==> src/rtl/stage_timer_pkg.sv <==
package stage_timer_pkg;

    typedef enum logic [1:0] {
        MODE_RUN,
        MODE_CLEAR,
        MODE_PRESET,
        MODE_SPLIT
    } mode_e;

    typedef struct packed {
        logic latch;
        logic prev;
        logic osc_en;
    } ctl_t;

endpackage

==> src/rtl/sync_bank.sv <==
module sync_bank #(
    parameter int W = 3
) (
    input  logic         clk,
    input  logic         rst_n,
    input  logic [W-1:0] d_i,
    output logic [W-1:0] q_o
);
    logic [W-1:0] s1_d, s1_q, s2_d, s2_q;

    always_comb begin
        s1_d = d_i;
        s2_d = s1_q;
    end

    always_ff @(posedge clk or negedge rst_n) begin
        if (!rst_n) begin
            s1_q <= '0;
            s2_q <= '0;
        end else begin
            s1_q <= s1_d;
            s2_q <= s2_d;
        end
    end

    assign q_o = s2_q;
endmodule

==> src/rtl/stage_chain.sv <==
module stage_chain #(
    parameter int STAGES = 24,
    parameter int SECT   = 8
) (
    input  logic              clk,
    input  logic              rst_n,
    input  logic              clear_i,
    input  logic              adv_i,
    input  logic              skip_i,
    input  logic              test_i,
    output logic [STAGES-1:0] chain_o
);
    localparam int NSEC = STAGES / SECT;
    localparam int HI   = STAGES - SECT;

    logic [STAGES-1:0] chain_d, chain_q;

    always_comb begin
        chain_d = chain_q;
        if (clear_i) begin
            chain_d = '0;
        end else if (adv_i) begin
            if (test_i) begin
                for (int s = 0; s < NSEC; s++) begin
                    chain_d[s*SECT +: SECT] = chain_q[s*SECT +: SECT] + SECT'(1);
                end
            end else if (skip_i) begin
                chain_d[STAGES-1:SECT] = chain_q[STAGES-1:SECT] + HI'(1);
            end else begin
                chain_d = chain_q + STAGES'(1);
            end
        end
    end

    always_ff @(posedge clk or negedge rst_n) begin
        if (!rst_n) chain_q <= '0;
        else        chain_q <= chain_d;
    end

    assign chain_o = chain_q;
endmodule

==> src/rtl/stage_pick.sv <==
module stage_pick #(
    parameter int STAGES = 24,
    parameter int SECT   = 8,
    parameter int SEL_W  = 4
) (
    input  logic [STAGES-1:0] chain_i,
    input  logic [SEL_W-1:0]  sel_i,
    output logic              bit_o
);
    localparam int IDX_W = $clog2(STAGES);

    logic [IDX_W-1:0] idx;

    always_comb begin
        idx   = IDX_W'(SECT) + IDX_W'(sel_i);
        bit_o = chain_i[idx];
    end
endmodule

==> src/rtl/stage_timer.sv <==
module stage_timer
    import stage_timer_pkg::*;
#(
    parameter int STAGES = 24,
    parameter int SECT   = 8,
    parameter int SEL_W  = 4
) (
    input  logic              clk,
    input  logic              rst_n,
    input  logic              cnt_in,
    input  logic              preset_i,
    input  logic              clr_i,
    input  logic              skip_i,
    input  logic              hold_i,
    input  logic              osc_off_i,
    input  logic [SEL_W-1:0]  sel_i,
    output logic [STAGES-1:0] count_o,
    output logic              tick_o,
    output logic              osc_en_o
);
    logic [2:0] sync_v;
    logic       cnt_s, set_s, rst_s;
    logic       fall, clear, adv, test, pick_bit;
    mode_e      mode;
    ctl_t       ctl_d, ctl_q;

    sync_bank #(.W(3)) u_sync (
        .clk   (clk),
        .rst_n (rst_n),
        .d_i   ({cnt_in, preset_i, clr_i}),
        .q_o   (sync_v)
    );

    assign cnt_s = sync_v[2];
    assign set_s = sync_v[1];
    assign rst_s = sync_v[0];

    always_comb begin
        if (set_s && rst_s && skip_i) mode = MODE_SPLIT;
        else if (rst_s)               mode = MODE_CLEAR;
        else if (set_s)               mode = MODE_PRESET;
        else                          mode = MODE_RUN;

        test  = (mode == MODE_SPLIT);
        fall  = ctl_q.prev & ~cnt_s;
        clear = (mode == MODE_CLEAR) || (mode == MODE_PRESET);
        adv   = fall & ~hold_i & (test | ((mode == MODE_RUN) & ~ctl_q.latch));

        ctl_d        = ctl_q;
        ctl_d.prev   = cnt_s;
        ctl_d.osc_en = ~(set_s | rst_s | osc_off_i);
        case (mode)
            MODE_SPLIT:  ctl_d.latch = 1'b0;
            MODE_CLEAR:  ctl_d.latch = 1'b0;
            MODE_PRESET: ctl_d.latch = 1'b1;
            default: if (fall && !hold_i) ctl_d.latch = 1'b0;
        endcase
    end

    always_ff @(posedge clk or negedge rst_n) begin
        if (!rst_n) ctl_q <= '0;
        else        ctl_q <= ctl_d;
    end

    stage_chain #(.STAGES(STAGES), .SECT(SECT)) u_chain (
        .clk     (clk),
        .rst_n   (rst_n),
        .clear_i (clear),
        .adv_i   (adv),
        .skip_i  (skip_i),
        .test_i  (test),
        .chain_o (count_o)
    );

    stage_pick #(.STAGES(STAGES), .SECT(SECT), .SEL_W(SEL_W)) u_pick (
        .chain_i (count_o),
        .sel_i   (sel_i),
        .bit_o   (pick_bit)
    );

    assign tick_o   = ctl_q.latch | pick_bit;
    assign osc_en_o = ctl_q.osc_en;
endmodule

==> config.mk <==
export PLATFORM = sky130hd
export DESIGN_NAME = stage_timer
export DESIGN_NICKNAME = d
export VERILOG_FILES = /design/src/rtl/stage_timer_pkg.sv /design/src/rtl/sync_bank.sv /design/src/rtl/stage_chain.sv /design/src/rtl/stage_pick.sv /design/src/rtl/stage_timer.sv
export SDC_FILE = /design/constraint.sdc
export NUM_CORES = 1
export LEC_CHECK = 0
export BUFFER_PORTS_ARGS = -buffer_cell sky130_fd_sc_hd__buf_2
export CAP_MARGIN = 20
export CORE_MARGIN = 2
export CORE_UTILIZATION = 55
export DETAILED_ROUTE_END_ITERATION = 10
export GPL_ROUTABILITY_DRIVEN = 0
export MAX_ROUTING_LAYER = met4
export PLACE_DENSITY = 0.84
export SYNTH_ARGS = -nofsm -noshare
export SYNTH_HDL_FRONTEND = slang
export SYNTH_SLANG_ARGS = --single-unit
==> constraint.sdc <==
create_clock -name clk -period 2.5 [get_ports clk]
set_clock_uncertainty 0.15 [all_clocks]
set_input_delay 0.125 -clock clk [delete_from_list [all_inputs] [get_ports clk]]
set_output_delay 0.125 -clock clk [all_outputs]
set_load 0.02 [all_outputs]
-- After elaboration in Yosys (flattened, before gate mapping)
Cells that the tools add are included.
Widths: inputs -> output; s select.
- bits in registers: 33
- input port bits: 12
- word-level logic and storage cells: 52
- add/sub/neg operators: 6
- $lt $le $gt $ge: 1
- equality and inequality tests: 4
- mux-type cells: 12
- bitwise operators: 12
- reduce and logical (&&, ||, !) cells: 10
- operators with widths (kind ; number):
    $mux 24 ; 3
    $add 24x1->24 const B ; 1
    $add 8x1->8 const B ; 3
    $add 16x1->16 const B ; 1
    $mux 16 ; 1
    $mux 8 ; 1
    $lt 5x6->1 const B ; 1
    $mux 2 ; 3
    $add 4x4->5 const A ; 1
    $bmux 1 s5 ; 1
    $and 1x1->1 ; 4
    $eq 2x2->1 const B ; 2
    $not 1->1 ; 4
    $or 1x1->1 ; 4
    $logic_and 1x1->1 ; 3
    $ne 3x2->1 const B ; 1
    $reduce_bool 3->1 ; 1
    $eq 2x1->1 const B ; 1
    $logic_not 2->1 ; 1
    $mux 1 ; 2
    $pmux 1 s2 ; 1
    $reduce_and 2->1 ; 1
    $reduce_bool 2->1 ; 1
    $reduce_or 2->1 ; 1
    other kinds (2) ; 2

-- Longest topological paths before layout
- depth in word-level cells: 9
- gate-level depth with buffers: 10
- gate-level depth less buffers: 8

-- Cells and area by module
From an unflattened synthesis, not the netlist that was laid out.
- cells, all modules: 168
- area total of the unflattened synthesis: 1759.2 um2
- modules (own cells, without submodules) (module ; instances ; cells each ; area each (um2) ; seq. area each (um2)):
    stage_chain ; 1 ; 140 ; 1321.3 ; 600.6
    stage_timer ; 1 ; 15 ; 152.6 ; 75.1
    sync_bank ; 1 ; 6 ; 150.1 ; 150.1
    stage_pick ; 1 ; 7 ; 135.1 ; 0.0

-- Worst setup path after synthesis
Ideal clock, no wire load.
- path kind: register -> register
- start point: reg u_sync.s2_q[0] (netlist: u_sync.q_o[0])
- end point: reg u_chain.chain_q[19] (netlist: u_chain.chain_o[19])
- arrival: 1978 ps
- data required time: 2272 ps
- path slack: 294 ps
- cell stages (with the launch flop): 7
- period minus slack after synthesis: 2206 ps
- path through: dfrtp_1 -> a21boi_0 -> ha_1 -> clkbuf_1 -> o211ai_1 -> or4_1 -> a21oi_1
- word-level cells in the longest chain between the ends: 8
- elaborated cells on any way between the ends: 16
- classes of those cells: eq/ne (3); mux (5); bitwise (3); reduce/logical (5)
- ends and longest elaborated chain (element ; line ; source):
    start: declaration ; sync_bank.sv:9 ; logic [W-1:0] s1_d, s1_q, s2_d, s2_q;
    start signal: assignment ; sync_bank.sv:19 ; s2_q <= '0;
    start signal: assignment ; sync_bank.sv:22 ; s2_q <= s2_d;
    $logic_and 1x1->1 (2 in series) ; stage_timer.sv:39 ; if (set_s && rst_s && skip_i) mode = MODE_SPLIT;
    $mux 2 * ; stage_timer.sv:39 ;
    $logic_not 2->1 ; stage_timer.sv:47 ; adv = fall & ~hold_i & (test | ((mode == MODE_RUN) & ~ctl_q.latch));
    $and 1x1->1 ; stage_timer.sv:47 ;
    $or 1x1->1 ; stage_timer.sv:47 ;
    $and 1x1->1 ; stage_timer.sv:47 ;
    $reduce_bool 2->1 (no line) ; n/a ;
    end signal: assignment ; stage_chain.sv:37 ; else chain_q <= chain_d;
    end: declaration ; stage_chain.sv:16 ; logic [STAGES-1:0] chain_d, chain_q;
Mark *: on every way between the ends. The rest lies on a longest branch, timed or not. The select of a mux whose other input is x is not followed.
A chain may end at the register's enable or synchronous reset.

-- Worst setup path in the final report
- start point: reg u_chain.chain_q[10] (netlist: u_chain.chain_o[10])
- end point: out tick_o
- word-level cells in the longest chain between the ends: 3
- ends and longest elaborated chain (element ; line ; source):
    $bmux 1 s5 ; stage_pick.sv:16 ; bit_o = chain_i[idx];
    $mux 1 (not written as such) ; stage_pick.sv:16 ;
    $or 1x1->1 ; stage_timer.sv:81 ; assign tick_o = ctl_q.latch | pick_bit;
    end: declaration ; stage_timer.sv:18 ; output logic tick_o,
Every way passes these cells. The select of a mux whose other input is x is not followed.

==> impl_metrics.xml <==
<?xml version="1.0" encoding="UTF-8"?>
<metrics>
  <group name="critical_path">
    <metric name="type_of_element_launching_the_critical_path" unit="">register</metric>
    <metric name="critPathArrivalTime" unit="ns">2.03</metric>
    <metric name="timing_worst_setup_path_type" unit="">register to primary output</metric>
    <metric name="path_cells" unit="">mux4_2 &gt; nor2b_1 &gt; a2111oi_0 &gt; a31oi_1 &gt; buf_2</metric>
    <metric name="logic_depth_of_the_worst_register_to_register_path" unit="">7</metric>
    <metric name="critical-path-slowest-cell" unit="">sky130_fd_sc_hd__mux4_2</metric>
    <metric name="timing.critical_path.to_type" unit="">primary output</metric>
    <metric name="cp.required" unit="ns">2.23</metric>
    <metric name="delay_of_the_slowest_cell_on_the_worst_path" unit="ns">0.48</metric>
    <metric name="critical_path.max_fanout" unit="">7</metric>
    <metric name="timing.rr.end" unit="">u_chain.chain_o[4]$_DFFE_PN0P_</metric>
    <metric name="regToRegStartpoint" unit="">u_sync.q_o[0]$_DFF_PN0_</metric>
    <metric name="r2r_setup_slack" unit="ns">0.28</metric>
  </group>
  <group name="floorplan">
    <metric name="initial_core_util" unit="%">57.6</metric>
    <metric name="core_area" unit="µm²">3360</metric>
    <metric name="num_rows" unit="">21</metric>
    <metric name="die_width" unit="µm">63.4</metric>
    <metric name="chipHeight" unit="µm">63.4</metric>
    <metric name="design.portCount" unit="">38</metric>
    <metric name="floorplan.die_area" unit="µm²">4010</metric>
  </group>
  <group name="worst_hold_path">
    <metric name="worst_hold_path.num_cells" unit="">3</metric>
    <metric name="worstHoldStart" unit="">hold_i</metric>
    <metric name="min_to" unit="">ctl_q[2]$_DFFE_PN0P_</metric>
    <metric name="min-delay-path-class" unit="">input pin to register</metric>
  </group>
  <group name="clock_tree">
    <metric name="cts-buffers-inserted" unit="">5</metric>
    <metric name="cts_max_path_buffers" unit="">2</metric>
    <metric name="cts-htree-levels" unit="">2</metric>
    <metric name="clk_pin_slew" unit="ns">0.10</metric>
    <metric name="clock_latency_on_the_worst_skew_pair" unit="ns">0.34</metric>
    <metric name="cts_post_setup_buffers_inserted" unit="">0</metric>
    <metric name="cts_tree" unit="">yes</metric>
    <metric name="number_of_sinks_handled_by_clock_tree_synthesis" unit="">33</metric>
    <metric name="clk_root_buffer_cell" unit="">sky130_fd_sc_hd__clkbuf_4</metric>
  </group>
  <group name="sta">
    <metric name="final_critical_path_share_of_the_clock_period" unit="%">92.3</metric>
    <metric name="worst_slack_on_hold_paths" unit="ns">0.0217</metric>
    <metric name="timing.final.max_slew_violations" unit="">0</metric>
    <metric name="unrepaired_setup_endpoints_after_global_routing" unit="">no</metric>
    <metric name="slew_headroom" unit="%">51.6</metric>
    <metric name="worst-slew-pin-transition" unit="ns">0.725</metric>
    <metric name="fin_tns_setup" unit="ns">0</metric>
    <metric name="setup_viol" unit="">0</metric>
    <metric name="hold_viol_final" unit="">0</metric>
    <metric name="maxClockFrequency" unit="GHz">0.433</metric>
    <metric name="timing.final.crit_period" unit="ns">2.31</metric>
  </group>
  <group name="power_and_ir_drop">
    <metric name="worst_ir_drop_vdd" unit="V">0.000419</metric>
    <metric name="power.total" unit="mW">1.08</metric>
    <metric name="leakagePower" unit="nW">1.06</metric>
    <metric name="power-per-cell-area" unit="nW/µm²">463</metric>
  </group>
  <group name="yosys">
    <metric name="synthDistinctLibCells" unit="">40</metric>
    <metric name="ys_top_cells_by_area" unit="">sky130_fd_sc_hd__dfrtp_1 (43%), sky130_fd_sc_hd__mux4_2 (4.6%), sky130_fd_sc_hd__ha_1 (4.5%)</metric>
    <metric name="synthMuxAreaShare" unit="%">8.78</metric>
    <metric name="synth.ff_latch_count" unit="">33</metric>
    <metric name="ys_dominant_reg_cell" unit="">sky130_fd_sc_hd__dfrtp_1</metric>
    <metric name="synth_largest_area_cell" unit="">sky130_fd_sc_hd__dfrtp_1</metric>
    <metric name="synth_simple_gate_area_share" unit="%">21.9</metric>
    <metric name="post_synthesis_compound_gate_area_fraction" unit="%">17.1</metric>
    <metric name="seq_area_frac_synth" unit="%">42.6</metric>
    <metric name="post-synth-top-area-fraction" unit="%">42.6</metric>
    <metric name="synth.avg_cell_area" unit="µm²">9.99</metric>
    <metric name="synth_nets" unit="">213</metric>
    <metric name="synthesis.area" unit="µm²">1940</metric>
    <metric name="number_of_enable_type_register_cells_in_the_synthesized_netlist" unit="">0</metric>
    <metric name="asyncSetResetFlopFracSynth" unit="%">100</metric>
    <metric name="synthesis.instances" unit="">194</metric>
    <metric name="synth_adder_area_share" unit="%">4.52</metric>
    <metric name="synth_top_family_by_area" unit="">simple AND/OR/NAND/NOR gates</metric>
    <metric name="synthesis.yosys.warnings" unit="">0</metric>
    <metric name="synth_xor_area_share" unit="%">0.904</metric>
  </group>
  <group name="global_route">
    <metric name="grt_remaining_overflow" unit="">0</metric>
    <metric name="grt_antenna_before_repair" unit="">0</metric>
    <metric name="grt_start_max_net_pins" unit="">34</metric>
    <metric name="grt_first_pass_wirelength" unit="µm">7570</metric>
    <metric name="grt.total_usage" unit="%">25.0</metric>
    <metric name="number_of_global_route_vias_before_repair" unit="">1624</metric>
  </group>
  <group name="finish">
    <metric name="fillers" unit="">270</metric>
    <metric name="layout.cells.most_common" unit="">sky130_fd_sc_hd__buf_2</metric>
    <metric name="register_area" unit="µm²">826</metric>
    <metric name="diodes" unit="">0</metric>
    <metric name="final_net_count" unit="">262</metric>
    <metric name="layout_common_cells" unit="">sky130_fd_sc_hd__buf_2 (37), sky130_fd_sc_hd__dfrtp_1 (33), sky130_fd_sc_hd__nand2_1 (15)</metric>
    <metric name="area_delta_synth_final" unit="%">20.6</metric>
    <metric name="finalCoreUtilization" unit="%">69.5</metric>
    <metric name="drive_gt1_share" unit="%">27.0</metric>
    <metric name="multi_input_area" unit="µm²">1040</metric>
  </group>
  <group name="place">
    <metric name="dp.final_hpwl" unit="µm">3160</metric>
    <metric name="port-buffer-count" unit="">37</metric>
  </group>
  <group name="route">
    <metric name="detail-route-antenna-nets" unit="">0</metric>
    <metric name="drt_iter0_drc" unit="">114</metric>
    <metric name="via_count" unit="">1781</metric>
    <metric name="drt_pre_antenna_iters" unit="">5</metric>
    <metric name="detail_route.wl_per_cell" unit="µm">15.5</metric>
    <metric name="detail_route.vias_per_cell" unit="">6.14</metric>
    <metric name="drc" unit="">0</metric>
    <metric name="postRouteWirelength" unit="µm">4490</metric>
  </group>
  <group name="run">
    <metric name="max-cap-violations" unit="">0</metric>
  </group>
  <group name="status">
    <metric name="outcome" unit="">completed</metric>
  </group>
</metrics>
## power breakdown
part           internal [mW]  total [mW]  switching (mW)
sequential             0.548       0.568          0.0203
combinational         0.0669       0.166          0.0995
clock                  0.163       0.347           0.184
## cells by family after synthesis
kind of cell | after synthesis
AND/OR/NAND/NOR | 73
AO/OA/AOI/OAI | 48
flip-flops | 33
buffers and inverters | 19
multiplexers | 12
adder cells (fa/ha/maj) | 7
XOR/XNOR | 2
## routing by layer
layer / track usage, % / share of wire [%]
met1: 32.0 / 43
met3: 6.61 / 7.7
met5: - / 0
met4: 11.7 / 2.1
met2: 37.2 / 47
## sequential cells by signal, indices dropped and copies added (netlist names)
name / cells
osc_en_o: 1
u_sync.s1_q: 3
u_sync.q_o: 3
u_chain.chain_o: 24
ctl_q: 2
## synth_stat cells (all sizes together), types with 2 or more instances
cell type,count
and3,8
buf,3
o21ai,6
nor2b,3
a41oi,3
a31oi,3
mux2i,8
nor2,5
xor2,2
nand4,2
nand2,15
o31ai,10
or4,9
or3,4
nand3,8
nand2b,7
dfrtp,33
clkbuf,7
o211ai,3
inv,8
nor4,6
and4,2
a21oi,14
ha,7
o2111ai,3
mux4,4
## layout make-up
type	instances	area share, %
multi-input cells	142	44.5
flip-flops and latches	33	35.3
repair buffers	52	13.3
clock buffers	7	2.78
well taps	46	2.46
inverters	9	1.45
clock inverters	1	0.214
## per-stage QoR
step | cells | setup slack [ns] | instance area, µm²
2_1_floorplan | 194 | 0.294 | 1940
3_3_place_gp | 277 | 0.241 | 2210
3_5_place_dp | 277 | 0.129 | 2210
4_1_cts | 290 | 0.0937 | 2330
5_1_grt | 290 | 0.0540 | 2340
6_report | 290 | 0.193 | 2340
## worst max-delay path: cells and delay by family (launching register included)
family	cells	cell delay, ns
AOI/OAI and AO/OA	2	0.43
buffers and inverters	1	0.17
DFF	1	0.46
and+or+nand+nor	1	0.14
muxes	1	0.48
## worst max path at each step
stage,cells past startpoint,slack [ns],from,end
floorplan,6,0.29,u_sync.q_o[0]$_DFF_PN0_,u_chain.chain_o[19]$_DFFE_PN0P_
global placement,8,0.24,u_sync.q_o[1]$_DFF_PN0_,u_chain.chain_o[13]$_DFFE_PN0P_
detailed placement,7,0.13,u_sync.q_o[0]$_DFF_PN0_,u_chain.chain_o[6]$_DFFE_PN0P_
CTS,7,0.09,u_sync.q_o[0]$_DFF_PN0_,u_chain.chain_o[4]$_DFFE_PN0P_
global route,7,0.05,u_sync.q_o[0]$_DFF_PN0_,u_chain.chain_o[6]$_DFFE_PN0P_
finish,5,0.19,u_chain.chain_o[10]$_DFFE_PN0P_,tick_o
## repair_timing
item / in CTS / in global routing
setup endpoints to repair: 0 / 16
endpoints found under the hold margin: 37 / 0
hold buffers: 5 / 0
gates resized for setup: 0 / 4
No activity file was read; power rests on OpenSTA's default activity.
